File: config.mk
export PLATFORM = sky130hd
export DESIGN_NAME = exc_ctrl_unit
export DESIGN_NICKNAME = d
export VERILOG_FILES = /design/src/rtl/exc_pkg.sv /design/src/rtl/exc_prio_enc.sv /design/src/rtl/exc_csr_file.sv /design/src/rtl/exc_redirect.sv /design/src/rtl/exc_ctrl_unit.sv
export SDC_FILE = /design/constraint.sdc
export NUM_CORES = 1
export LEC_CHECK = 0
export BUFFER_PORTS_ARGS = -buffer_cell sky130_fd_sc_hd__buf_4
export CAP_MARGIN = 20
export CORE_AREA = 2 2 120 122
export CTS_BUF_LIST = sky130_fd_sc_hd__clkbuf_4
export CTS_CLUSTER_DIAMETER = 60
export DETAILED_ROUTE_END_ITERATION = 10
export DIE_AREA = 0 0 122 124
export GPL_ROUTABILITY_DRIVEN = 0
export PLACE_DENSITY = 0.85
export RECOVER_POWER = 50
export SYNTH_ARGS = -nofsm -noshare
export SYNTH_HDL_FRONTEND = slang
export SYNTH_SLANG_ARGS = --single-unit
export TNS_END_PERCENT = 50
File: constraint.sdc
create_clock -name clk_i -period 3.3 [get_ports clk_i]
set_clock_uncertainty 0.1 [all_clocks]
set_input_delay 0.99 -clock clk_i [delete_from_list [all_inputs] [get_ports clk_i]]
set_output_delay 0.99 -clock clk_i [all_outputs]
set_load 0.05 [all_outputs]
File: src/rtl/exc_pkg.sv
package exc_pkg;

   localparam int unsigned EXC_ID_W = 3;
   localparam int unsigned EXC_NUM  = 1 << EXC_ID_W;

   typedef enum logic [EXC_ID_W-1:0] {
      EXC_RESET = 3'd0,
      EXC_BREAK = 3'd1,
      EXC_IBUS  = 3'd2,
      EXC_WATCH = 3'd3,
      EXC_DBUS  = 3'd4,
      EXC_DIV0  = 3'd5,
      EXC_IRQ   = 3'd6,
      EXC_SCALL = 3'd7
   } exc_id_e;

   localparam int unsigned CSR_SEL_W = 3;

   typedef enum logic [CSR_SEL_W-1:0] {
      CSR_IE    = 3'd0,
      CSR_IP    = 3'd1,
      CSR_EBASE = 3'd2,
      CSR_DBASE = 3'd3,
      CSR_EADDR = 3'd4,
      CSR_BADDR = 3'd5
   } csr_sel_e;

endpackage

File: src/rtl/exc_prio_enc.sv
module exc_prio_enc #(
   parameter int unsigned N   = 8,
   parameter int unsigned IDW = 3
) (
   input  logic           clk_i,
   input  logic           rst_ni,
   input  logic [N-1:0]   req_i,
   output logic           valid_o,
   output logic [IDW-1:0] id_o
);

   logic [N-1:0] grant;

   // lower index masks all higher ones
   genvar gi;
   generate
      for (gi = 0; gi < N; gi++) begin : g_grant
         if (gi == 0) begin : g_first
            assign grant[gi] = req_i[gi];
         end else begin : g_rest
            assign grant[gi] = req_i[gi] & ~(|req_i[gi-1:0]);
         end
      end
   endgenerate

   always_comb begin
      id_o = '0;
      for (int i = 0; i < N; i++) begin
         if (grant[i]) id_o = id_o | IDW'(i);
      end
   end

   assign valid_o = |req_i;

   assert_grant_onehot_R7: assert property (@(posedge clk_i) disable iff (!rst_ni)
      $onehot0(grant));
   assert_grant_in_req_R7: assert property (@(posedge clk_i) disable iff (!rst_ni)
      (grant & ~req_i) == '0);
   assert_grant_present_R7: assert property (@(posedge clk_i) disable iff (!rst_ni)
      valid_o |-> $countones(grant) == 1);

endmodule

File: src/rtl/exc_csr_file.sv
module exc_csr_file
   import exc_pkg::*;
#(
   parameter int unsigned XLEN      = 32,
   parameter int unsigned NIRQ      = 8,
   parameter int unsigned ALIGN_LSB = 8
) (
   input  logic                 clk_i,
   input  logic                 rst_ni,
   input  logic                 take_exc_i,
   input  logic                 take_brk_i,
   input  logic                 take_eret_i,
   input  logic                 take_bret_i,
   input  logic [XLEN-1:0]      fault_pc_i,
   input  logic                 csr_we_i,
   input  logic [CSR_SEL_W-1:0] csr_sel_i,
   input  logic [XLEN-1:0]      csr_wdata_i,
   input  logic [NIRQ-1:0]      irq_set_i,
   output logic                 gie_o,
   output logic [NIRQ-1:0]      ip_o,
   output logic [XLEN-1:0]      ebase_o,
   output logic [XLEN-1:0]      dbase_o,
   output logic [XLEN-1:0]      eaddr_o,
   output logic [XLEN-1:0]      baddr_o
);

   logic [2:0]      ie_q;
   logic [NIRQ-1:0] ip_q;
   logic [XLEN-1:0] ebase_q, dbase_q, eaddr_q, baddr_q;
   logic            flow, wr_ok;
   logic [NIRQ-1:0] ip_clr;
   logic [XLEN-1:0] base_wdata;

   assign flow       = take_exc_i | take_brk_i | take_eret_i | take_bret_i;
   assign wr_ok      = csr_we_i & ~flow;
   assign ip_clr     = (wr_ok && csr_sel_i == CSR_IP) ? csr_wdata_i[NIRQ-1:0] : '0;
   assign base_wdata = {csr_wdata_i[XLEN-1:ALIGN_LSB], {ALIGN_LSB{1'b0}}};

   always_ff @(posedge clk_i or negedge rst_ni) begin
      if (!rst_ni) begin
         ie_q <= '0;
      end else if (take_brk_i) begin
         ie_q <= {ie_q[0], 2'b00};
      end else if (take_exc_i) begin
         ie_q <= {1'b0, ie_q[0], 1'b0};
      end else if (take_eret_i) begin
         ie_q <= {2'b00, ie_q[1]};
      end else if (take_bret_i) begin
         ie_q <= {2'b00, ie_q[2]};
      end else if (wr_ok && csr_sel_i == CSR_IE) begin
         ie_q <= csr_wdata_i[2:0];
      end
   end

   always_ff @(posedge clk_i or negedge rst_ni) begin
      if (!rst_ni) begin
         eaddr_q <= '0;
         baddr_q <= '0;
      end else begin
         if (take_exc_i)                          eaddr_q <= fault_pc_i;
         else if (wr_ok && csr_sel_i == CSR_EADDR) eaddr_q <= csr_wdata_i;
         if (take_brk_i)                          baddr_q <= fault_pc_i;
         else if (wr_ok && csr_sel_i == CSR_BADDR) baddr_q <= csr_wdata_i;
      end
   end

   always_ff @(posedge clk_i or negedge rst_ni) begin
      if (!rst_ni) begin
         ebase_q <= '0;
         dbase_q <= '0;
         ip_q    <= '0;
      end else begin
         if (wr_ok && csr_sel_i == CSR_EBASE) ebase_q <= base_wdata;
         if (wr_ok && csr_sel_i == CSR_DBASE) dbase_q <= base_wdata;
         ip_q <= (ip_q & ~ip_clr) | irq_set_i;
      end
   end

   assign gie_o   = ie_q[0];
   assign ip_o    = ip_q;
   assign ebase_o = ebase_q;
   assign dbase_o = dbase_q;
   assign eaddr_o = eaddr_q;
   assign baddr_o = baddr_q;

   assert_exc_ie_save_R1: assert property (@(posedge clk_i) disable iff (!rst_ni)
      take_exc_i |=> ie_q == {1'b0, $past(ie_q[0]), 1'b0});
   assert_brk_ie_save_R2: assert property (@(posedge clk_i) disable iff (!rst_ni)
      take_brk_i |=> ie_q == {$past(ie_q[0]), 2'b00});
   assert_ip_hold_R8: assert property (@(posedge clk_i) disable iff (!rst_ni)
      (irq_set_i == '0 && !(csr_we_i && csr_sel_i == CSR_IP)) |=> $stable(ip_q));
   assert_exc_excl_R7: assert property (@(posedge clk_i) disable iff (!rst_ni)
      !(take_exc_i && take_brk_i));

endmodule

File: src/rtl/exc_redirect.sv
module exc_redirect
   import exc_pkg::*;
#(
   parameter int unsigned XLEN    = 32,
   parameter int unsigned IDW     = 3,
   parameter int unsigned SLOT_SH = 5
) (
   input  logic            clk_i,
   input  logic            rst_ni,
   input  logic            trap_v_i,
   input  logic [IDW-1:0]  trap_id_i,
   input  logic            eret_i,
   input  logic            bret_i,
   input  logic [XLEN-1:0] ebase_i,
   input  logic [XLEN-1:0] dbase_i,
   input  logic [XLEN-1:0] eaddr_i,
   input  logic [XLEN-1:0] baddr_i,
   output logic            redir_v_o,
   output logic [XLEN-1:0] redir_pc_o
);

   localparam int unsigned PAD_W = XLEN - IDW - SLOT_SH;

   logic [XLEN-1:0] slot_off, trap_tgt, next_pc;
   logic            next_v;

   assign slot_off = {{PAD_W{1'b0}}, trap_id_i, {SLOT_SH{1'b0}}};
   assign trap_tgt = ((trap_id_i == EXC_BREAK) ? dbase_i : ebase_i) | slot_off;

   always_comb begin
      next_v  = 1'b1;
      next_pc = trap_tgt;
      if (!trap_v_i) begin
         if (eret_i)      next_pc = eaddr_i;
         else if (bret_i) next_pc = baddr_i;
         else             next_v  = 1'b0;
      end
   end

   always_ff @(posedge clk_i or negedge rst_ni) begin
      if (!rst_ni) begin
         redir_v_o  <= 1'b0;
         redir_pc_o <= '0;
      end else begin
         redir_v_o <= next_v;
         if (next_v) redir_pc_o <= next_pc;
      end
   end

   assert_redir_cause_R6: assert property (@(posedge clk_i) disable iff (!rst_ni)
      (trap_v_i || eret_i || bret_i) |=> redir_v_o);
   assert_redir_quiet_R6: assert property (@(posedge clk_i) disable iff (!rst_ni)
      !(trap_v_i || eret_i || bret_i) |=> !redir_v_o);
   assert_eret_target_R5: assert property (@(posedge clk_i) disable iff (!rst_ni)
      (eret_i && !trap_v_i) |=> redir_pc_o == $past(eaddr_i));

endmodule

File: src/rtl/exc_ctrl_unit.sv
module exc_ctrl_unit
   import exc_pkg::*;
#(
   parameter int unsigned XLEN       = 32,
   parameter int unsigned NIRQ       = 8,
   parameter int unsigned SLOT_BYTES = 32
) (
   input  logic                 clk_i,
   input  logic                 rst_ni,
   input  logic                 brk_req_i,
   input  logic                 scall_req_i,
   input  logic                 dbus_unmapped_i,
   input  logic                 dbus_misalign_i,
   input  logic                 div_issue_i,
   input  logic [XLEN-1:0]      div_divisor_i,
   input  logic [XLEN-1:0]      fault_pc_i,
   input  logic                 eret_i,
   input  logic                 bret_i,
   input  logic                 csr_we_i,
   input  logic [CSR_SEL_W-1:0] csr_sel_i,
   input  logic [XLEN-1:0]      csr_wdata_i,
   input  logic [NIRQ-1:0]      irq_set_i,
   output logic                 redir_valid_o,
   output logic [XLEN-1:0]      redir_pc_o,
   output logic [XLEN-1:0]      eaddr_o,
   output logic [XLEN-1:0]      baddr_o,
   output logic                 gie_o,
   output logic [NIRQ-1:0]      irq_pend_o,
   output logic                 div_wb_en_o
);

   localparam int unsigned SLOT_SH   = $clog2(SLOT_BYTES);
   localparam int unsigned ALIGN_LSB = SLOT_SH + EXC_ID_W;

   generate
      if ((1 << SLOT_SH) != SLOT_BYTES) begin : g_bad_slot
         $error("SLOT_BYTES must be a power of two");
      end
      if (ALIGN_LSB >= XLEN) begin : g_bad_align
         $error("handler table does not fit in XLEN");
      end
      if (NIRQ > XLEN || NIRQ < 1) begin : g_bad_irq
         $error("NIRQ must lie in 1..XLEN");
      end
   endgenerate

   logic [EXC_NUM-1:0]  req;
   logic                trap_v;
   logic [EXC_ID_W-1:0] trap_id;
   logic                div_zero;
   logic                take_brk, take_exc, take_eret, take_bret;
   logic [XLEN-1:0]     ebase, dbase;

   assign div_zero    = div_issue_i & ~(|div_divisor_i);
   assign div_wb_en_o = div_issue_i & ~div_zero;

   always_comb begin
      req                 = '0;
      req[int'(EXC_BREAK)] = brk_req_i;
      req[int'(EXC_DBUS)]  = dbus_unmapped_i | dbus_misalign_i;
      req[int'(EXC_DIV0)]  = div_zero;
      req[int'(EXC_SCALL)] = scall_req_i;
   end

   exc_prio_enc #(.N(EXC_NUM), .IDW(EXC_ID_W)) u_prio (
      .clk_i   (clk_i),
      .rst_ni  (rst_ni),
      .req_i   (req),
      .valid_o (trap_v),
      .id_o    (trap_id)
   );

   assign take_brk  = trap_v & (trap_id == EXC_BREAK);
   assign take_exc  = trap_v & ~take_brk;
   assign take_eret = eret_i & ~trap_v;
   assign take_bret = bret_i & ~trap_v & ~eret_i;

   exc_csr_file #(.XLEN(XLEN), .NIRQ(NIRQ), .ALIGN_LSB(ALIGN_LSB)) u_csr (
      .clk_i       (clk_i),
      .rst_ni      (rst_ni),
      .take_exc_i  (take_exc),
      .take_brk_i  (take_brk),
      .take_eret_i (take_eret),
      .take_bret_i (take_bret),
      .fault_pc_i  (fault_pc_i),
      .csr_we_i    (csr_we_i),
      .csr_sel_i   (csr_sel_i),
      .csr_wdata_i (csr_wdata_i),
      .irq_set_i   (irq_set_i),
      .gie_o       (gie_o),
      .ip_o        (irq_pend_o),
      .ebase_o     (ebase),
      .dbase_o     (dbase),
      .eaddr_o     (eaddr_o),
      .baddr_o     (baddr_o)
   );

   exc_redirect #(.XLEN(XLEN), .IDW(EXC_ID_W), .SLOT_SH(SLOT_SH)) u_redir (
      .clk_i      (clk_i),
      .rst_ni     (rst_ni),
      .trap_v_i   (trap_v),
      .trap_id_i  (trap_id),
      .eret_i     (take_eret),
      .bret_i     (take_bret),
      .ebase_i    (ebase),
      .dbase_i    (dbase),
      .eaddr_i    (eaddr_o),
      .baddr_i    (baddr_o),
      .redir_v_o  (redir_valid_o),
      .redir_pc_o (redir_pc_o)
   );

   assert_div_zero_nowb_R10: assert property (@(posedge clk_i) disable iff (!rst_ni)
      (div_issue_i && div_divisor_i == '0) |-> !div_wb_en_o);
   assert_dbus_target_R11: assert property (@(posedge clk_i) disable iff (!rst_ni)
      ((dbus_unmapped_i || dbus_misalign_i) && !brk_req_i) |=> redir_valid_o && redir_pc_o[ALIGN_LSB-1:0] == ALIGN_LSB'(int'(EXC_DBUS) << SLOT_SH));
   assert_fault_pc_saved_R4: assert property (@(posedge clk_i) disable iff (!rst_ni)
      (brk_req_i) |=> baddr_o == $past(fault_pc_i));

endmodule

After elaboration in Yosys (flattened, before gate mapping)
Cells that the tools add are included.
{"block": "word_totals", "output_inout_bits": 107, "register_bits": 156, "word_cells": 77}
{"block": "op_classes", "mux": 21, "n_eq_ne": 6, "n_reduce_logical": 14, "bitwise": 28}
{"op": "two-way mux 32 bit", "n": 8}
{"op": "OR 32 x 8 -> 32 bit", "n": 1}
{"op": "OR reduction 32 bit", "n": 1}
{"op": "two-way mux 3 bit", "n": 8}
{"op": "AND 1 bit", "n": 11}
{"op": "NOT 1 bit", "n": 9}
{"op": "AND 8 bit", "n": 1}
{"op": "two-way mux 8 bit", "n": 1}
{"op": "NOT 8 bit", "n": 1}
{"op": "OR 8 bit", "n": 1}
{"op": "equality test 3 x 1 -> 1 bit, second input constant", "n": 2}
{"op": "equality test 3 x 2 -> 1 bit, second input constant", "n": 2}
{"op": "equality test 3 bit, second input constant", "n": 2}
{"op": "logical AND 1 bit", "n": 6}
{"op": "nonzero test 5 bit", "n": 1}
{"op": "two-way mux 1 bit", "n": 4}
{"op": "OR 1 bit", "n": 4}
{"op": "nonzero test 2 bit", "n": 2}
{"op": "OR reduction 4 bit", "n": 1}
{"op": "zero test 3 bit", "n": 1}
{"op": "OR reduction 3 bit", "n": 1}
{"op": "OR reduction 2 bit", "n": 1}

Depth between registers and ports, before layout
{"block": "logic_depth", "depth_word": 22, "mapped_depth": 9, "ltp_nobuf": 6}

Modules after synthesis
From an unflattened synthesis, not the netlist that was laid out.
{"block": "hier_totals", "cells_unflattened": 792, "area_unflattened_um2": 7988.9}
{"mod": "exc_csr_file", "instances": 1, "seq_area_each_um2": 3078.0, "cells_each": 530, "area_per_inst_um2": 5724.2}
{"mod": "exc_redirect", "instances": 1, "seq_area_each_um2": 825.8, "cells_each": 228, "area_per_inst_um2": 2053.2}
{"mod": "exc_ctrl_unit", "instances": 1, "seq_area_each_um2": 0.0, "cells_each": 20, "area_per_inst_um2": 130.1}
{"mod": "exc_prio_enc", "instances": 1, "seq_area_each_um2": 0.0, "cells_each": 14, "area_per_inst_um2": 81.3}

Worst setup path after synthesis
Ideal clock, no wire load.
{"block": "synth_path", "kind": "in2out", "start": "input div_divisor_i[13]", "end": "output div_wb_en_o", "path_buffers": 1, "t_required_ns": 2.210, "arrival_time_ns": 2.142, "path_stages": 4, "path_slack_ns": 0.068, "path_cell_list": "nor4_2 and4_1 clkbuf_1 a21oi_1"}
{"block": "synth_between", "elab_chain_cells": 5}
{"element": "start, declared", "line_no": "exc_ctrl_unit.sv:15", "text": "input logic [XLEN-1:0] div_divisor_i,"}
{"element": "OR reduction 32 bit", "line_no": "exc_ctrl_unit.sv:54", "text": "assign div_zero = div_issue_i & ~(|div_divisor_i);"}
{"element": "NOT 1 bit", "line_no": "exc_ctrl_unit.sv:54"}
{"element": "AND 1 bit", "line_no": "exc_ctrl_unit.sv:54"}
{"element": "NOT 1 bit", "line_no": "exc_ctrl_unit.sv:55", "text": "assign div_wb_en_o = div_issue_i & ~div_zero;"}
{"element": "AND 1 bit", "line_no": "exc_ctrl_unit.sv:55"}
{"element": "end, declared", "line_no": "exc_ctrl_unit.sv:29", "text": "output logic div_wb_en_o"}
No other way between the ends.

Worst setup path in the final report
{"block": "layout_path", "start": "input div_divisor_i[9]", "end": "output div_wb_en_o"}
The elaborated chain is that of the path after synthesis.

==> impl_metrics.tcl <==
set metrics [dict create \
    clk_pin_slew_worst_paths_ns 0.12 \
    max_freq_mhz 311 \
    min_period_over_period_pct 97.5 \
    dieArea_um2 15100 \
    clock_latency_ns 0.60 \
    synth_compound_area_share_pct 18.9 \
    grt_pass1_vias 7728 \
    track_usage_pct 35.0 \
    status "finished, violations left" \
    synth_xor_area_share_pct 0 \
    die_h_um 124 \
    cp-end-kind "output pin" \
    synthFlopType "dfrtp_1" \
    firstDrtPassIters 5 \
    area_growth_pct 27.2 \
    drt_iter0_markers 892 \
    coreArea_um2 13700 \
    synth_edf_count 0 \
    ys_warn_count 0 \
    grt_max_degree 67 \
    htree_levels 4 \
    leakage_uw 0.00448 \
    maxCapViolations 1 \
    yosysTopAreaCellShare_pct 48.4 \
    drt_wl_total_mm 25.8 \
    synth_top_cell_by_area "dfrtp_1" \
    wl_per_cell_um 22.4 \
    crit_type "in2out" \
    dpl.hpwl_mm 17.6 \
    grt_setup_unrepaired "no" \
    crit_path_top_delay_cell "nor4_4" \
    drc 0 \
    grt_pass1_wl_mm 40.1 \
    fin_crit_ns 3.22 \
    ys_seq_area_share_pct 48.4 \
    synth_fp_nets 841 \
    drive_gt1_share_pct 36.0 \
    hold_path.class "reg2reg" \
    synth-seq-cells 156 \
    path_max_fanout 3 \
    synth_area_leaders "dfrtp_1, mux2_4, mux2i_1" \
    synth_cell_type_count 57 \
    max_stage_delay_ns 0.34 \
    cts-root-buf "clkbuf_4" \
    antenna_found_initial 1 \
    timing.critical_path.buf_inv 2 \
    clockBufferDepth 2 \
    die_x_um 122 \
    synth_top_family_by_area "compound AO/OA/AOI/OAI gates" \
    yosys.area_share.simple_pct 15.3 \
    max_slew_margin_pct -14.3 \
    synth_area_um2 8060 \
    setup_viol 0 \
    synth-adder-area-share_pct 0 \
    hold_slack_ns 0.388 \
    vias 7510 \
    antenna_left 0 \
    worstPathCellList "buf_4 > nor4_4 > and4_1 > a21oi_1 > buf_4" \
    crit_family "simple AND/OR/NAND/NOR gates" \
    numCtsBuffers 17 \
    slew_violations 67 \
    crit_arrival_ns 2.13 \
    worstMarginPinSlew_ns 1.71 \
    ir_drop_uv 210 \
    fin_nets 1080 \
    start_util_pct 58.8 \
    syn_inst 724 \
    cts_tree "built" \
    layout_common_cells "buf_4, dfrtp_1, clkbuf_1" \
    cp-start-kind "input port" \
    ioPinCount 224 \
    power_density_nw_per_um2 429 \
    layout.cells.non_filler 1156 \
    avgSynthCellArea_um2 11.1 \
    grt-ovfl-total 0 \
    setup_tns_ns 0 \
    port_buffers 223 \
    cp_data_required_time_ns 2.21 \
    path_common_cell "buf_4" \
    synth.area.mux_share_pct 13.2 \
    row_count 43 \
    hold_viol_final 0 \
    viasPerCell 6.50 \
    cts.sinks 156 \
    failed_checks "max-capacitance violations, max-slew violations" \
    layout_commonest_cell "buf_4" \
    dp_cells 1124 \
    synthArstFlopShare_pct 100 \
]
## cell usage after synthesis, drive strengths merged, types with 11 or more instances
cell	number
inv	19
nand2	33
mux2i	35
mux2	50
nand4	11
dfrtp	156
clkbuf	37
o211ai	11
buf	18
o221a	24
o21ai	39
a21oi	31
o32ai	15
nor4	11
nor2	44
o221ai	13
nand3	36
o31ai	27
nand2b	25
## cell type report
cell class                      count  area, µm²
Antenna cell                        1       2.50
Clock buffer                       19        143
Clock inverter                     12        148
Fill cell                         956       3460
Inverter                           20       75.1
Multi-Input combinational cell    493       3860
Sequential cell                   156       3900
Tap cell                          180        225
Timing Repair Buffer              275       1910
## metrics by stage
step / setup WS (ns) / area, µm² / total power [µW] / util [%]
floorplan: 0.0682 / 8060 / 2760 / -
global placement: 0.0144 / 10200 / 3210 / 74.1
detailed placement: -0.138 / 10200 / 3240 / 74.1
CTS: 0.00227 / 10500 / 4440 / 76.3
global route: 0.0255 / 10300 / 4560 / 74.8
finish: 0.0832 / 10300 / 4400 / 74.8
## power by group
part	switching (µW)	internal, µW
combinational	695	345
clock	691	532
sequential	109	2030
total	1500	2910
## registers in the layout, summed over array words and instances (netlist names)
signal and count:
u_csr.dbase_o 24, u_csr.ip_o 8, u_redir.redir_pc_o 32, u_csr.ebase_o 24
u_redir.redir_v_o 1, u_csr.baddr_o 32, u_csr.ie_q 3, u_csr.eaddr_o 32
## what timing repair did
action                                  CTS  global route
setup buffers                             0             0
endpoints found under the setup margin    0             1
resized for setup                         0             1
hold buffers                              0             0
## cells by family (layout without fill, tap and decap cells)
family	Yosys count	after routing
simple gates	206	206
compound gates	202	202
flops	156	156
mux	85	85
buf+inv	75	326
other cells	0	1
## path summary, 6_finish.rpt
check                      slack [ns]                    startpoint  depth (start not counted)                            endpoint
min                              0.39       u_csr.ip_o[7]$_DFF_PN0_                          1             u_csr.ip_o[7]$_DFF_PN0_
max reg2reg                      1.72  u_csr.baddr_o[5]$_DFFE_PN0P_                          5   u_redir.redir_pc_o[5]$_DFFE_PN0P_
min reg2reg                      0.39       u_csr.ip_o[7]$_DFF_PN0_                          1             u_csr.ip_o[7]$_DFF_PN0_
max in group asynchronous        0.64                        rst_ni                          2  u_redir.redir_pc_o[14]$_DFFE_PN0P_
min in group asynchronous        0.71                        rst_ni                          1       u_csr.eaddr_o[10]$_DFFE_PN0P_
max                              0.08              div_divisor_i[9]                          5                         div_wb_en_o
## routing by layer
metal  vias up  part of all wire (%)  global-route usage, %
li1       3222                     -                      -
met1      3647                    37                   42.8
met2       533                    49                   57.7
met3       108                   9.2                   6.96
met4         0                   4.5                   20.8
met5         -                     0                      0
Power figures use the tool's default switching activity.
